<file path="src/rtl/scan_pkg.sv">
package scan_pkg;

    typedef enum logic [1:0] {
        SRC_NORMAL  = 2'd0,
        SRC_IN_BYP  = 2'd1,
        SRC_OUT_BYP = 2'd2
    } src_mode_e;

    // Map the three control bits to a pixel-source mode; unlisted codes fall back to normal.
    function automatic src_mode_e decode_src(input logic byp, input logic msel, input logic pen);
        if (!byp && msel && pen)
            return SRC_OUT_BYP;
        if (byp && msel && !pen)
            return SRC_IN_BYP;
        return SRC_NORMAL;
    endfunction

endpackage

</file>
<file path="src/rtl/scan_pixel_src.sv">
module scan_pixel_src
    import scan_pkg::*;
(
    input  logic clk,
    input  logic rst_n,
    input  logic cfg_bypass,
    input  logic cfg_msel,
    input  logic cfg_pen,
    input  logic cfg_invert,
    input  logic scan_en,
    input  logic cmp_pixel,
    input  logic byp_in,
    input  logic snh,
    output logic pix_val,
    output logic pix_stb,
    output logic byp_out,
    output logic byp_oe
);

    typedef struct packed {
        logic snh;
        logic last;
    } src_st_t;

    src_st_t   s_d, s_q;
    src_mode_e mode;

    always_comb begin
        s_d     = s_q;
        mode    = decode_src(cfg_bypass, cfg_msel, cfg_pen);
        pix_stb = snh && !s_q.snh;
        s_d.snh = snh;
        if (pix_stb)
            s_d.last = cmp_pixel;
        pix_val = ((mode == SRC_IN_BYP) ? byp_in : cmp_pixel) ^ cfg_invert;
        byp_oe  = (mode == SRC_OUT_BYP) && scan_en;
        byp_out = !s_q.last;
    end

    always_ff @(posedge clk) begin
        if (!rst_n)
            s_q <= '0;
        else
            s_q <= s_d;
    end

    // bypass pin carries the inverse of the comparator captured on the last leading edge
    a_r4_byp_follows: assert property (@(posedge clk) disable iff (!rst_n)
        pix_stb |=> (byp_out == !$past(cmp_pixel)));

    // a held strobe produces no second edge
    a_r8_single_edge: assert property (@(posedge clk) disable iff (!rst_n)
        pix_stb |=> !pix_stb);

endmodule

</file>
<file path="src/rtl/scan_shift_pack.sv">
module scan_shift_pack #(
    parameter int WORD_W = 16
) (
    input  logic              clk,
    input  logic              rst_n,
    input  logic              pix_val,
    input  logic              pix_stb,
    input  logic              win_active,
    output logic [WORD_W-1:0] shf_data,
    output logic              push,
    output logic [WORD_W-1:0] push_data
);

    localparam int IDX_W = (WORD_W > 1) ? $clog2(WORD_W) : 1;
    localparam logic [IDX_W-1:0] LAST_IDX = IDX_W'(WORD_W - 1);

    typedef struct packed {
        logic [WORD_W-1:0] shf;
        logic [IDX_W-1:0]  cnt;
        logic              win;
    } pack_st_t;

    pack_st_t          s_d, s_q;
    logic [WORD_W-1:0] filled;

    always_comb begin
        s_d       = s_q;
        s_d.win   = win_active;
        push      = 1'b0;
        push_data = '0;
        filled    = s_q.shf;
        filled[s_q.cnt] = pix_val;
        if (pix_stb && win_active) begin
            if (s_q.cnt == LAST_IDX) begin
                push      = 1'b1;
                push_data = filled;
                s_d.shf   = '0;
                s_d.cnt   = '0;
            end else begin
                s_d.shf = filled;
                s_d.cnt = s_q.cnt + 1'b1;
            end
        end else if (!win_active && s_q.win && (s_q.cnt != '0)) begin
            push      = 1'b1;
            push_data = s_q.shf;
            s_d.shf   = '0;
            s_d.cnt   = '0;
        end
    end

    always_ff @(posedge clk) begin
        if (!rst_n)
            s_q <= '0;
        else
            s_q <= s_d;
    end

    assign shf_data = s_q.shf;

    // nothing moves while the window is closed and was closed before
    a_r8_idle_outside: assert property (@(posedge clk) disable iff (!rst_n)
        (!win_active && !s_q.win) |=> $stable(shf_data));

    // a pushed word leaves an empty shifter behind
    a_r9_push_clears: assert property (@(posedge clk) disable iff (!rst_n)
        push |=> (shf_data == '0));

endmodule

</file>
<file path="src/rtl/scan_word_buf.sv">
module scan_word_buf #(
    parameter int WORD_W = 16
) (
    input  logic              clk,
    input  logic              rst_n,
    input  logic              push,
    input  logic [WORD_W-1:0] push_data,
    input  logic              dma_ack,
    output logic              dma_req,
    output logic [WORD_W-1:0] dma_data,
    output logic              overrun
);

    typedef struct packed {
        logic              valid;
        logic [WORD_W-1:0] data;
        logic              ovr;
    } buf_st_t;

    buf_st_t s_d, s_q;
    logic    room;

    always_comb begin
        s_d       = s_q;
        room      = !s_q.valid || dma_ack;
        s_d.valid = s_q.valid && !dma_ack;
        if (push) begin
            if (room) begin
                s_d.valid = 1'b1;
                s_d.data  = push_data;
            end else begin
                s_d.ovr = 1'b1;
            end
        end
    end

    always_ff @(posedge clk) begin
        if (!rst_n)
            s_q <= '0;
        else
            s_q <= s_d;
    end

    assign dma_req  = s_q.valid;
    assign dma_data = s_q.data;
    assign overrun  = s_q.ovr;

    // an unacknowledged request and its word stay put
    a_r10_hold_req: assert property (@(posedge clk) disable iff (!rst_n)
        (dma_req && !dma_ack) |=> (dma_req && $stable(dma_data)));

    // a word arriving at a full, unacknowledged buffer raises overrun
    a_r11_set_ovr: assert property (@(posedge clk) disable iff (!rst_n)
        (push && dma_req && !dma_ack) |=> overrun);

    // overrun never clears on its own
    a_r11_sticky: assert property (@(posedge clk) disable iff (!rst_n)
        overrun |=> overrun);

endmodule

</file>
<file path="src/rtl/scan_bitmap_packer.sv">
module scan_bitmap_packer #(
    parameter int WORD_W = 16
) (
    input  logic              clk,
    input  logic              rst_n,
    input  logic              cfg_bypass,
    input  logic              cfg_msel,
    input  logic              cfg_pen,
    input  logic              cfg_invert,
    input  logic              scan_en,
    input  logic              cmp_pixel,
    input  logic              byp_in,
    input  logic              snh,
    input  logic              win_active,
    output logic              byp_out,
    output logic              byp_oe,
    output logic              dma_req,
    input  logic              dma_ack,
    output logic [WORD_W-1:0] dma_data,
    output logic [WORD_W-1:0] shf_data,
    output logic              overrun
);

    logic              pix_val;
    logic              pix_stb;
    logic              push;
    logic [WORD_W-1:0] push_data;

    scan_pixel_src i_src (
        .clk        (clk),
        .rst_n      (rst_n),
        .cfg_bypass (cfg_bypass),
        .cfg_msel   (cfg_msel),
        .cfg_pen    (cfg_pen),
        .cfg_invert (cfg_invert),
        .scan_en    (scan_en),
        .cmp_pixel  (cmp_pixel),
        .byp_in     (byp_in),
        .snh        (snh),
        .pix_val    (pix_val),
        .pix_stb    (pix_stb),
        .byp_out    (byp_out),
        .byp_oe     (byp_oe)
    );

    scan_shift_pack #(.WORD_W(WORD_W)) i_pack (
        .clk        (clk),
        .rst_n      (rst_n),
        .pix_val    (pix_val),
        .pix_stb    (pix_stb),
        .win_active (win_active),
        .shf_data   (shf_data),
        .push       (push),
        .push_data  (push_data)
    );

    scan_word_buf #(.WORD_W(WORD_W)) i_buf (
        .clk        (clk),
        .rst_n      (rst_n),
        .push       (push),
        .push_data  (push_data),
        .dma_ack    (dma_ack),
        .dma_req    (dma_req),
        .dma_data   (dma_data),
        .overrun    (overrun)
    );

    // the pin driver is released whenever the scanner is off
    a_r13_pin_off: assert property (@(posedge clk) disable iff (!rst_n)
        !scan_en |-> !byp_oe);

endmodule

</file>
<file path="config.mk">
export PLATFORM = sky130hd
export DESIGN_NAME = scan_bitmap_packer
export DESIGN_NICKNAME = d
export VERILOG_FILES = /design/src/rtl/scan_pkg.sv /design/src/rtl/scan_pixel_src.sv /design/src/rtl/scan_shift_pack.sv /design/src/rtl/scan_word_buf.sv /design/src/rtl/scan_bitmap_packer.sv
export SDC_FILE = /design/constraint.sdc
export NUM_CORES = 1
export LEC_CHECK = 0
export ABC_AREA = 0
export BUFFER_PORTS_ARGS = -buffer_cell sky130_fd_sc_hd__buf_4
export CORE_MARGIN = 2
export CORE_UTILIZATION = 40
export CTS_BUF_LIST = sky130_fd_sc_hd__clkbuf_4 sky130_fd_sc_hd__clkbuf_8 sky130_fd_sc_hd__clkbuf_16
export CTS_CLUSTER_SIZE = 12
export DETAILED_ROUTE_END_ITERATION = 6
export MAX_ROUTING_LAYER = met4
export SLEW_MARGIN = 20
export SYNTH_ARGS = -nofsm -noshare
export SYNTH_HDL_FRONTEND = slang
export SYNTH_SLANG_ARGS = --single-unit
</file>
<file path="constraint.sdc">
create_clock -name clk -period 1.7 [get_ports clk]
set_input_delay 0.34 -clock clk [delete_from_list [all_inputs] [get_ports clk]]
set_output_delay 0.34 -clock clk [all_outputs]
set_load 0.03 [all_outputs]
</file>
# --- Word level (Yosys, flattened, before mapping) ---
# Index checks and enable logic that the tools add are counted.
totals:
  register_bits: 41
  input_bits: 12
op_classes:
  addsub: 1
  order_cmp: 2
  n_eq_ne: 3
  muxes: 23
  n_bitwise: 2
  reduce_logical: 23
op_table:
  columns: ["cell", "n"]
  rows:
  - ["two-way mux 20 bit", 3]
  - ["two-way mux 16 bit", 3]
  - ["two-way mux 18 bit", 1]
  - ["two-way mux 17 bit", 1]
  - ["bitwise mux 16 bit", 1]
  - ["logical AND 1 bit", 11]
  - ["two-way mux 1 bit", 9]
  - ["two-way mux 2 bit", 4]
  - ["logical NOT 1 bit", 7]
  - ["< comparator 4 x 5 -> 1 bit, second input constant", 1]
  - ["adder 4 x 1 -> 4 bit, second input constant", 1]
  - ["demux 1 bit (select 4 bit)", 1]
  - ["equality test 4 bit, second input constant", 1]
  - ["greater-or-equal comparator 4 x 1 -> 1 bit, second input constant", 1]
  - ["AND reduction 2 bit", 2]
  - ["nonzero test 4 bit", 1]
  - ["equality test 2 x 1 -> 1 bit, second input constant", 1]
  - ["equality test 2 bit, second input constant", 1]
  - ["nonzero test 2 bit", 1]
  - ["logical OR 1 bit", 1]
  - ["NOT 1 bit", 1]
  - ["XOR 1 bit", 1]

# --- Depth between registers and ports, before layout ---
# Gate-level depths: netlist (run 1).
depth:
  ltp_word: 15
  ltp_mapped: 8

# --- Modules after synthesis ---
# A second synthesis (run 1) with hierarchy kept.
unflattened:
  cells_unflattened: 254
  hier_area_um2: 2298.5
modules_own_cells:
  columns: ["module", "n_inst", "cells_per_inst", "area_per_inst_um2", "seq_area_each_um2"]
  rows:
  - ["scan_shift_pack", 1, 166, 1441.4, 420.4]
  - ["scan_word_buf", 1, 77, 733.2, 360.3]
  - ["scan_pixel_src", 1, 11, 123.9, 40.0]

# --- Least setup slack after synthesis (run 1) ---
# Ideal clock, no wire load.
synth_path:
  path_kind: "register to register"
  start: "register i_pack.s_q[1] (netlist bit)"
  end: "register i_buf.s_q (netlist bit i_buf.dma_data[3])"
  setup_time_ps: 66
  t_arrival_ps: 1609
  required_ps: 1634
  path_slack_ps: 25
  stages_incl_launch_ff: 9
  path_buffers: 2
  path_cell_list: "dfxtp_1 -> ha_1 -> and4b_1 -> buf_6 -> nand2_4 -> a21oi_4 -> buf_6 -> nand2_1 -> a21boi_2"
synth_between:
  elab_chain_len: 7
  elab_cells_between_ends: 16
synth_rtl:
  columns: ["element", "line_no", "text"]
  rows:
  - ["start: declaration", "scan_shift_pack.sv:23", "pack_st_t s_d, s_q;"]
  - ["start signal: assignment", "scan_shift_pack.sv:53", "s_q <= '0;"]
  - ["start signal: assignment", "scan_shift_pack.sv:55", "s_q <= s_d;"]
  - ["< comparator 4 x 5 -> 1 bit (implied by the code) / greater-or-equal comparator 4 x 1 -> 1 bit (equally long branches)", "scan_shift_pack.sv:32", "filled[s_q.cnt] = pix_val;"]
  - ["logical AND 1 bit (implied by the code)", "scan_shift_pack.sv:32", null]
  - ["two-way mux 1 bit (implied by the code)", "scan_shift_pack.sv:32", null]
  - ["demux 1 bit (select 4 bit)", null, null]
  - ["bitwise mux 16 bit", "scan_shift_pack.sv:32", null]
  - ["two-way mux 16 bit", "scan_shift_pack.sv:34", "if (s_q.cnt == LAST_IDX) begin"]
  - ["two-way mux 16 bit", "scan_shift_pack.sv:33", "if (pix_stb && win_active) begin"]
  - ["end signal: assignment", "scan_word_buf.sv:39", "s_q <= '0;"]
  - ["end signal: assignment", "scan_word_buf.sv:41", "s_q <= s_d;"]
  - ["end: declaration", "scan_word_buf.sv:20", "buf_st_t s_d, s_q;"]
# Several ways; a longest one is shown, not always the timed one.
# A chain may end at the register's enable or synchronous reset.

# --- Worst setup path after layout (run 1) ---
layout_path:
  start: "register i_pack.s_q[1] (netlist bit)"
  end: "register i_buf.s_q (netlist bit i_buf.dma_data[14])"
# The elaborated chain is that of the path after synthesis.

==> results_dict.tcl, run 1 <==
set metrics [dict create \
    ios 48 \
    period_minus_slack_ns 1.629 \
    clock_skew_ns 0.007374 \
    synth_cell_types 45 \
    htree_num_levels 2 \
    root_buffer "clkbuf_8" \
    cts_num_sinks 41 \
    power.density_nw_per_um2 696.6 \
    synth_area_leaders "dfxtp_1 (38%), a21boi_0 (7.9%), nand2_1 (6.7%), buf_4 (5.8%), o211ai_1 (2.8%)" \
    grt_pass1_wl_um 8107 \
    antenna_found_initial 0 \
    port_buffers 47 \
    hold-worst-slack_ns 0.2755 \
    viasPerCell 5.125 \
    worstPathMaxFanout 6 \
    syn-num-nets 265 \
    worstSetupEndpointType "flip-flop" \
    drive_above_1_share_pct 31.49 \
    die_w_um 77.86 \
    hold_viol_final 0 \
    synth_top_area_share_pct 37.61 \
    syn_avg_cell_area_um2 8.763 \
    layout-area-overhead-vs-synth_pct 21.96 \
    synth_cells 249 \
    cp_data_required_time_ns 1.88 \
    core_area_um2 5172 \
    start_util_pct 42.19 \
    cp-endpoint "i_buf.dma_data[14]" \
    fin_crit_sh_pct 95.83 \
    yosys-top-cells-count "dfxtp_1 (41), nand2_1 (39), a21boi_0 (23)" \
    hpwl_um 3378 \
    maxCapViolCount 0 \
    die_area_um2 6062 \
    dp_cells 351 \
    hp-class "primary input to flip-flop" \
    instances_no_fill 359 \
    clkLatencyLatePin_ns 0.29 \
    yosysMostFrequentCell "dfxtp_1" \
    gr-total-overflow 0 \
    die_h_um 77.86 \
    rows 26 \
    finalPower_mw 1.854 \
    netlist_area_um2 2182 \
    yosys.area.top_type "dfxtp_1" \
    relSlewSlack_pct 65.18 \
    dr.pass1.iters 4 \
    r2r_start "i_pack.s_q[1]" \
    async_flop_share_pct 0 \
    grt_pass1_vias 1683 \
    via_count 1840 \
    status "completed" \
    worst_slew_pin_slew_ns 0.5198 \
    rrSetupSlack_ns 0.07 \
    r2r_end "i_buf.dma_data[14]" \
    ir_drop_mv 0.2950 \
    final_core_util_pct 51.45 \
    drtIter0Drc 110 \
    seq_area_frac_synth_pct 37.61 \
    drc_errors 0 \
    ys_ff_latch 41 \
    grt_start_max_net_pins 42 \
    clkTransAtPathRegs_ns 0.08 \
    yosysWarnings 0 \
    cts_buffer_depth 2 \
    place_area_um2 2537 \
    crit_path_start "i_pack.s_q[1]" \
    nets 304 \
    stdcell_area_um2 2661 \
    path_class "flip-flop to flip-flop" \
    cts-buffers-inserted 5 \
    power.leakage_nw 1.095 \
    startpoint_type "flip-flop" \
    drt-wirelength-per-cell_um 13.61 \
    gp_congestion 0.8369 \
    r2r_cells 6 \
    track_usage_pct 17.21 \
    drtAntennaViolNets 0 \
    diodes 0 \
    cts_tree "done" \
    synth_edf_count 0 \
    postCtsHoldBufs 0 \
    crit_arrival_ns 1.81 \
    drv_slew 0 \
    wl_um 4885 \
    max_freq_mhz 613.8 \
    setup_viol 0 \
    synthFlopType "dfxtp_1" \
]
per-layer routing:
metal	up-vias	global-route usage, %	share of wire [%]
met5	-	-	0
met4	0	6.429	2.4
met3	11	3.023	5.4
met2	53	25.43	44
met1	847	23.49	48
li1	929	-	-
cells in the final DEF, fill, tap and decap left out, types with 5 or more instances in the layout:
cell       n
a21boi_0  18
nor2b_1    5
clkbuf_8   7
dfxtp_1   39
a21boi_1   7
nand2_1   39
o21a_1     7
buf_4     59
o211ai_1   8
o21ai_0    9
nor3_1     6
nor2_1     9
a21oi_1   11
nand3_1    9
sequential cells by signal, summed over array words and instances, names as in the netlist:
register,flops
i_pack.shf_data,16
i_buf.dma_req,1
i_src.s_q,2
i_buf.overrun,1
i_buf.dma_data,16
i_pack.s_q,5
timing repair:
action / 4_1_cts / 5_1_grt
setup endpoints to repair: 4 / 20
hold endpoints to repair: 0 / 0
pin swaps: 0 / 2
setup buffers: 0 / 0
gates resized for setup: 2 / 11
cells by family (layout without fill, tap and decap cells):
group | after synthesis | in the layout | share of synthesized area, %
muxes | 1 | 1 | 0.6306
AOI/OAI and AO/OA | 76 | 76 | 25.63
and+or+nand+nor | 92 | 92 | 22.13
DFF | 41 | 41 | 37.61
adders and majority gates | 4 | 4 | 2.294
xor gates and xnor gates | 3 | 3 | 1.893
buffers and inverters | 32 | 72 | 9.805
stage by stage:
stage	setup TNS (ns)	setup slack (ns)
2_1_floorplan	0	0.02503
3_3_place_gp	-0.03106	-0.02000
3_5_place_dp	-0.1904	-0.06016
4_1_cts	0	0.02968
5_1_grt	-0.01243	-0.007217
6_report	0	0.07093
cell type report:
type	count	area [um2]
fillers	493	2511
multi-input cells	176	1157
flip-flops and latches	41	825.8
repair buffers	61	478.0
clock buffers	7	96.34
well taps	70	87.58
inverters	3	11.26
clock inverters	1	5.005
worst max-delay path, stage by stage (launching register included):
cell and delay (ns):
dfxtp_4 0.37, ha_1 0.22, and4b_2 0.25, buf_4 0.16, and2_2 0.23, a32oi_1 0.22, a21oi_1 0.09
worst min-delay path by stage:
stage               cells after the start  slack [ns]             endpoint                 from
finish                                  2        0.28         i_src.s_q[1]                  snh
detailed placement                      2        0.45   i_buf.dma_data[11]   i_buf.dma_data[11]
floorplan                               2        0.43  i_pack.shf_data[15]  i_pack.shf_data[15]
global route                            2        0.28         i_src.s_q[1]                  snh
global placement                        2        0.45   i_buf.dma_data[11]   i_buf.dma_data[11]
CTS                                     2        0.27         i_src.s_q[1]                  snh
power by group:
group          internal, mW  switching, mW
logic                0.0763          0.107
clock network         0.367          0.327
registers             0.969        0.00701
Note: power is estimated with default switching activity, not from simulation.
==> run 2: changes to the inputs <==
--- a/config.mk
+++ b/config.mk
@@ -7,6 +7,7 @@
 export LEC_CHECK = 0
 export ABC_AREA = 0
 export BUFFER_PORTS_ARGS = -buffer_cell sky130_fd_sc_hd__buf_4
+export CORE_ASPECT_RATIO = 0.8
 export CORE_MARGIN = 2
 export CORE_UTILIZATION = 40
 export CTS_BUF_LIST = sky130_fd_sc_hd__clkbuf_4 sky130_fd_sc_hd__clkbuf_8 sky130_fd_sc_hd__clkbuf_16
==> run 2 against run 1 <==
Critical path depth fell by 1; sequential share of layout area fell by 0.45 points; highest routed layer unchanged; global-route usage rose by 0.40 points; critical path type unchanged.
==> results_dict.tcl, run 2 (synthesis results as in run 1) <==
set metrics [dict create \
    start_util_pct 40.82 \
    hp-start "win_active" \
    antenna_found_initial 0 \
    viasPerCell 5.008 \
    htree_num_levels 2 \
    clkTransAtPathRegs_ns 0.08 \
    postCtsHoldBufs 0 \
    cp_data_required_time_ns 1.92 \
    worstPathCellList "ha_1 > buf_4 > a21o_4 > or3_1 > a21boi_0" \
    path_class "flip-flop to flip-flop" \
    drv_slew 0 \
    core_area_um2 5345 \
    pwr-share-seq_pct 49.0 \
    rows 24 \
    hold_viol_final 0 \
    final_cell_mix "buf_4 (63), nand2_1 (39), dfxtp_1 (39), a21boi_0 (23), a21oi_1 (11)" \
    power_frac_comb_pct 9.7 \
    relSlewSlack_pct 63.13 \
    startpoint_type "flip-flop" \
    fin_crit_sh_pct 94.24 \
    worst_path_max_delay_cell "dfxtp_4" \
    layout-area-overhead-vs-synth_pct 24.14 \
    gp_congestion 0.7985 \
    worstPathMaxFanout 17 \
    setup_viol 0 \
    root_buffer "clkbuf_8" \
    r2r_end "i_pack.shf_data[1]" \
    grt_start_max_net_pins 42 \
    r2r_start "i_pack.s_q[1]" \
    max_stage_delay_ns 0.36 \
    power.density_nw_per_um2 733.5 \
    worst-path-stages 5 \
    cts_tree "done" \
    grt_pass1_vias 1672 \
    maxCapViolCount 0 \
    dp_cells 349 \
    finalPower_mw 1.987 \
    r2r_cells 5 \
    final_common_cell "buf_4" \
    worst_slew_pin_slew_ns 0.5503 \
    netSwitchingFraction_pct 23.11 \
    cp_top_family "compound AO/OA/AOI/OAI gates" \
    port_buffers 47 \
    track_usage_pct 17.61 \
    status "completed" \
    drtAntennaViolNets 0 \
    die_w_um 86.58 \
    hold_path_end "i_pack.s_q[0]" \
    cts_buffer_depth 2 \
    drt-wirelength-per-cell_um 13.61 \
    ios 48 \
    p_clk_share_pct 41.3 \
    drive_above_1_share_pct 32.08 \
    clkLatencyLatePin_ns 0.29 \
    via_count 1793 \
    whs_path_depth 2 \
    diodes 0 \
    cts-buffers-inserted 5 \
    hp-class "primary input to flip-flop" \
    crit_arrival_ns 1.82 \
    rrSetupSlack_ns 0.1 \
    dr.pass1.iters 4 \
    drc_errors 0 \
    grt_pass1_wl_um 8335 \
    worstSetupEndpointType "flip-flop" \
    nets 308 \
    die_area_um2 6065 \
    intPower_mw 1.528 \
    gr-total-overflow 0 \
    cts_num_sinks 41 \
    grt_setup_unrepaired "no" \
    setup_tns_ns 0 \
    hpwl_um 3569 \
    instances_no_fill 358 \
    clock_skew_ns 0.007884 \
    crit_buf_inv 1 \
    max_freq_mhz 624.2 \
    power.leakage_nw 1.117 \
    switchingPower_uw 459.2 \
    drtIter0Drc 91 \
    ir_drop_mv 0.3059 \
    period_minus_slack_ns 1.602 \
    wl_um 4872 \
    die_h_um 70.06 \
]
-- run 2: cell count changes in the layout (fill, tap and decap cells not counted), sizes merged --
cell | previous run | this run
bufinv | 0 | 1
clkinvlp | 0 | 1
clkbuf | 7 | 6
clkinv | 1 | 0
buf | 61 | 65
-- run 2: how the worst max path moves through the flow --
stage | slack [ns] | startpoint | to
floorplan | 0.03 | i_pack.s_q[1] | i_buf.dma_data[3]
global placement | -0.06 | cfg_pen | i_pack.shf_data[2]
detailed placement | -0.08 | cfg_pen | i_pack.shf_data[1]
CTS | 0.005 | i_pack.s_q[2] | i_buf.dma_data[1]
global route | 0.007 | i_pack.s_q[1] | i_buf.dma_data[1]
finish | 0.1 | i_pack.s_q[1] | i_pack.shf_data[1]
-- run 2: per-stage QoR --
step | hold slack [ns] | setup slack [ns] | instance area [um2] | util, %
after floorplan | 0.4343 | 0.02503 | 2182 | -
after global placement | 0.4471 | -0.05917 | 2566 | 48.01
after detailed placement | 0.4497 | -0.08028 | 2566 | 48.01
after CTS | 0.2695 | 0.004783 | 2688 | 50.28
after global routing | 0.2782 | 0.007446 | 2709 | 50.68
final | 0.2812 | 0.09798 | 2709 | 50.68
-- run 2: final cells by class --
class,count,area [um2]
flip-flops and latches,41,828.3
repair buffers,65,513.0
clock inverters,2,37.54
clock buffers,6,82.58
multi-input cells,176,1155
well taps,65,81.33
inverters,3,11.26
fillers,549,2636
-- run 2: power by group through the flow --
stage | combinational [mW] | sequential (mW) | clock (mW)
2_1_floorplan | 0.108 | 1.00 | 0
3_3_place_gp | 0.191 | 0.998 | 0
3_5_place_dp | 0.193 | 0.998 | 0
4_1_cts | 0.193 | 0.975 | 0.848
5_1_grt | 0.213 | 0.976 | 0.898
6_report | 0.193 | 0.973 | 0.821
-- run 2: repair_timing --
item	in CTS	in global routing
setup endpoints to repair	1	24
setup buffers	0	1
pin swaps	0	1
resized for setup	1	5
-- run 2: worst register-to-register path, cell delays in order, from the launching register on --
cell and delay, ns:
dfxtp_4 0.36, ha_1 0.21, buf_4 0.16, a21o_4 0.27
or3_1 0.36, a21boi_0 0.17
-- run 2: metal layers --
metal | wire [um] | global-route usage [%]
met1 | 2529 | 25.71
met3 | 255 | 3.901
met4 | 40 | 4.167
met5 | 0 | -
met2 | 2047 | 24.70
==> run 3: changes to the inputs <==
==> constraint.sdc (replaced) <==
create_clock -name clk -period 1.9 [get_ports clk]
set_input_delay 0.38 -clock clk [delete_from_list [all_inputs] [get_ports clk]]
set_output_delay 0.38 -clock clk [all_outputs]
set_load 0.03 [all_outputs]
==> run 3 against run 2 <==
First-iteration DRC count grew 3.3%; final cell count is 2.5% lower; sequential cell count did not move; largest cell class unchanged; critical endpoint is now i_buf.dma_data[1]; critical path type unchanged; worst hold slack better by 0.045 ns; sequential power down 10%; die area unchanged; clock skew up 0.00067 ns; routed wire length about the same; core utilization shrank 2.2 points.
==> results_dict.tcl, run 3 (synthesis results as in run 1) <==
set metrics [dict create \
    htree_num_levels 2 \
    dp_cells 342 \
    path_class "flip-flop to flip-flop" \
    root_buffer "clkbuf_8" \
    worstSetupEndpointType "flip-flop" \
    drive_above_1_share_pct 28.87 \
    switchingPower_uw 395.0 \
    rows 24 \
    cts_buffer_depth 2 \
    hold_path_end "i_src.s_q[1]" \
    intPower_mw 1.221 \
    setup_viol 0 \
    die_w_um 86.58 \
    gr-total-overflow 0 \
    r2r_cells 6 \
    cts_tree "done" \
    multi_input_area_um2 1147 \
    power_frac_comb_pct 10.1 \
    die_h_um 70.06 \
    hpwl_um 3435 \
    diodes 0 \
    seqCellArea_um2 820.8 \
    cts-buffers-inserted 5 \
    layout-area-overhead-vs-synth_pct 18.75 \
    viasPerCell 5.072 \
    relSlewSlack_pct 61.63 \
    p_clk_share_pct 35.8 \
    gp_congestion 0.8111 \
    fin_crit_sh_pct 88.70 \
    power.density_nw_per_um2 623.6 \
    cp_data_required_time_ns 2.12 \
    crit_path_start "i_pack.s_q[4]" \
    post_cts_resized 0 \
    power.leakage_nw 1.054 \
    final_cell_mix "buf_4 (56), dfxtp_1 (41), nand2_1 (39), a21boi_0 (23), a21oi_1 (11)" \
    worst_path_max_delay_cell "dfxtp_1" \
    grt_start_max_net_pins 42 \
    grt_pass1_vias 1653 \
    setup_tns_ns 0 \
    instances_no_fill 349 \
    worstPathMaxFanout 19 \
    clkLatencyLatePin_ns 0.29 \
    ir_drop_mv 0.3613 \
    grt_setup_unrepaired "no" \
    antenna_found_initial 0 \
    r2r_start "i_pack.s_q[4]" \
    hold_viol_final 0 \
    fillers 562 \
    ios 48 \
    grt_pass1_wl_um 7907 \
    startpoint_type "flip-flop" \
    post-cts-setup-buffers 0 \
    final_common_cell "buf_4" \
    nets 300 \
    pwr-share-seq_pct 54.0 \
    clock_skew_ns 0.008552 \
    drtAntennaViolNets 0 \
    track_usage_pct 17.00 \
    crit_arrival_ns 1.91 \
    hp-class "primary input to flip-flop" \
    port_buffers 47 \
    maxCapViolCount 0 \
    rrSetupSlack_ns 0.21 \
    worst_slew_pin_slew_ns 0.5727 \
    netSwitchingFraction_pct 24.44 \
    die_area_um2 6065 \
    dr.pass1.iters 4 \
    core_area_um2 5345 \
    clkTransAtPathRegs_ns 0.08 \
    start_util_pct 40.82 \
    status "completed" \
    drt-wirelength-per-cell_um 13.97 \
    r2r_end "i_buf.dma_data[1]" \
    worstPathCellList "nor2_8 > a21o_4 > a21oi_4 > buf_12 > o211ai_1 > a21boi_0" \
    period_minus_slack_ns 1.685 \
    max_freq_mhz 593.3 \
    drv_slew 0 \
    wl_um 4875 \
    drtIter0Drc 94 \
    postCtsHoldBufs 0 \
    whs_path_depth 2 \
    drc_errors 0 \
    via_count 1770 \
    cts_num_sinks 41 \
    hp-start "snh" \
    max_stage_delay_ns 0.60 \
]
==> run 3: worst max-delay path, delay by kind of cell (launching register included) <==
family                 cells  cell delay (ns)
DFF                        1             0.60
buffers and inverters      1             0.17
and+or+nand+nor            1             0.11
AOI/OAI and AO/OA          4             0.75
==> run 3: worst max path at each step <==
stage / end / slack, ns / cells past startpoint
global placement: i_pack.shf_data[2] / 0.11 / 6
global route: i_buf.dma_data[1] / 0.09 / 7
CTS: i_buf.dma_data[1] / 0.20 / 7
floorplan: i_buf.dma_data[3] / 0.23 / 8
finish: i_buf.dma_data[1] / 0.21 / 6
detailed placement: i_pack.shf_data[1] / 0.07 / 6
==> run 3: power by group through the flow <==
stage | clock network (mW) | registers [mW] | logic [mW]
floorplan | 0 | 0.896 | 0.0968
global placement | 0 | 0.893 | 0.163
detailed placement | 0 | 0.893 | 0.164
CTS | 0.601 | 0.873 | 0.165
global route | 0.636 | 0.875 | 0.178
finish | 0.579 | 0.873 | 0.163
==> run 3: through the flow <==
stage               instance area [um2]  hold slack (ns)  power (mW)  utilization [%]  worst slack, ns
finish                             2591           0.3265       1.616            48.48           0.2147
global route                       2591           0.3327       1.689            48.48          0.09269
CTS                                2591           0.3182       1.639            48.48           0.2014
detailed placement                 2501           0.4577       1.057            46.79          0.06823
global placement                   2501           0.4469       1.056            46.79           0.1066
floorplan                          2182           0.4343      0.9927                -           0.2250
==> run 3: per-layer routing <==
layer	wire [um]	GRT usage [%]	vias up	share of wire, %
met5	0	-	-	0
met4	29	5.382	0	0.59
met3	257	3.664	4	5.3
met2	2032	23.42	45	42
met1	2555	24.71	802	52
li1	-	-	919	-
==> run 3: layout make-up <==
class,instances,area share (%)
inverter,3,0.4346
tap,65,3.139
multi-input combinational,176,44.28
clock inverter,1,0.2897
clock buffer,6,3.187
sequential,41,31.68
timing repair buffer,57,17.00
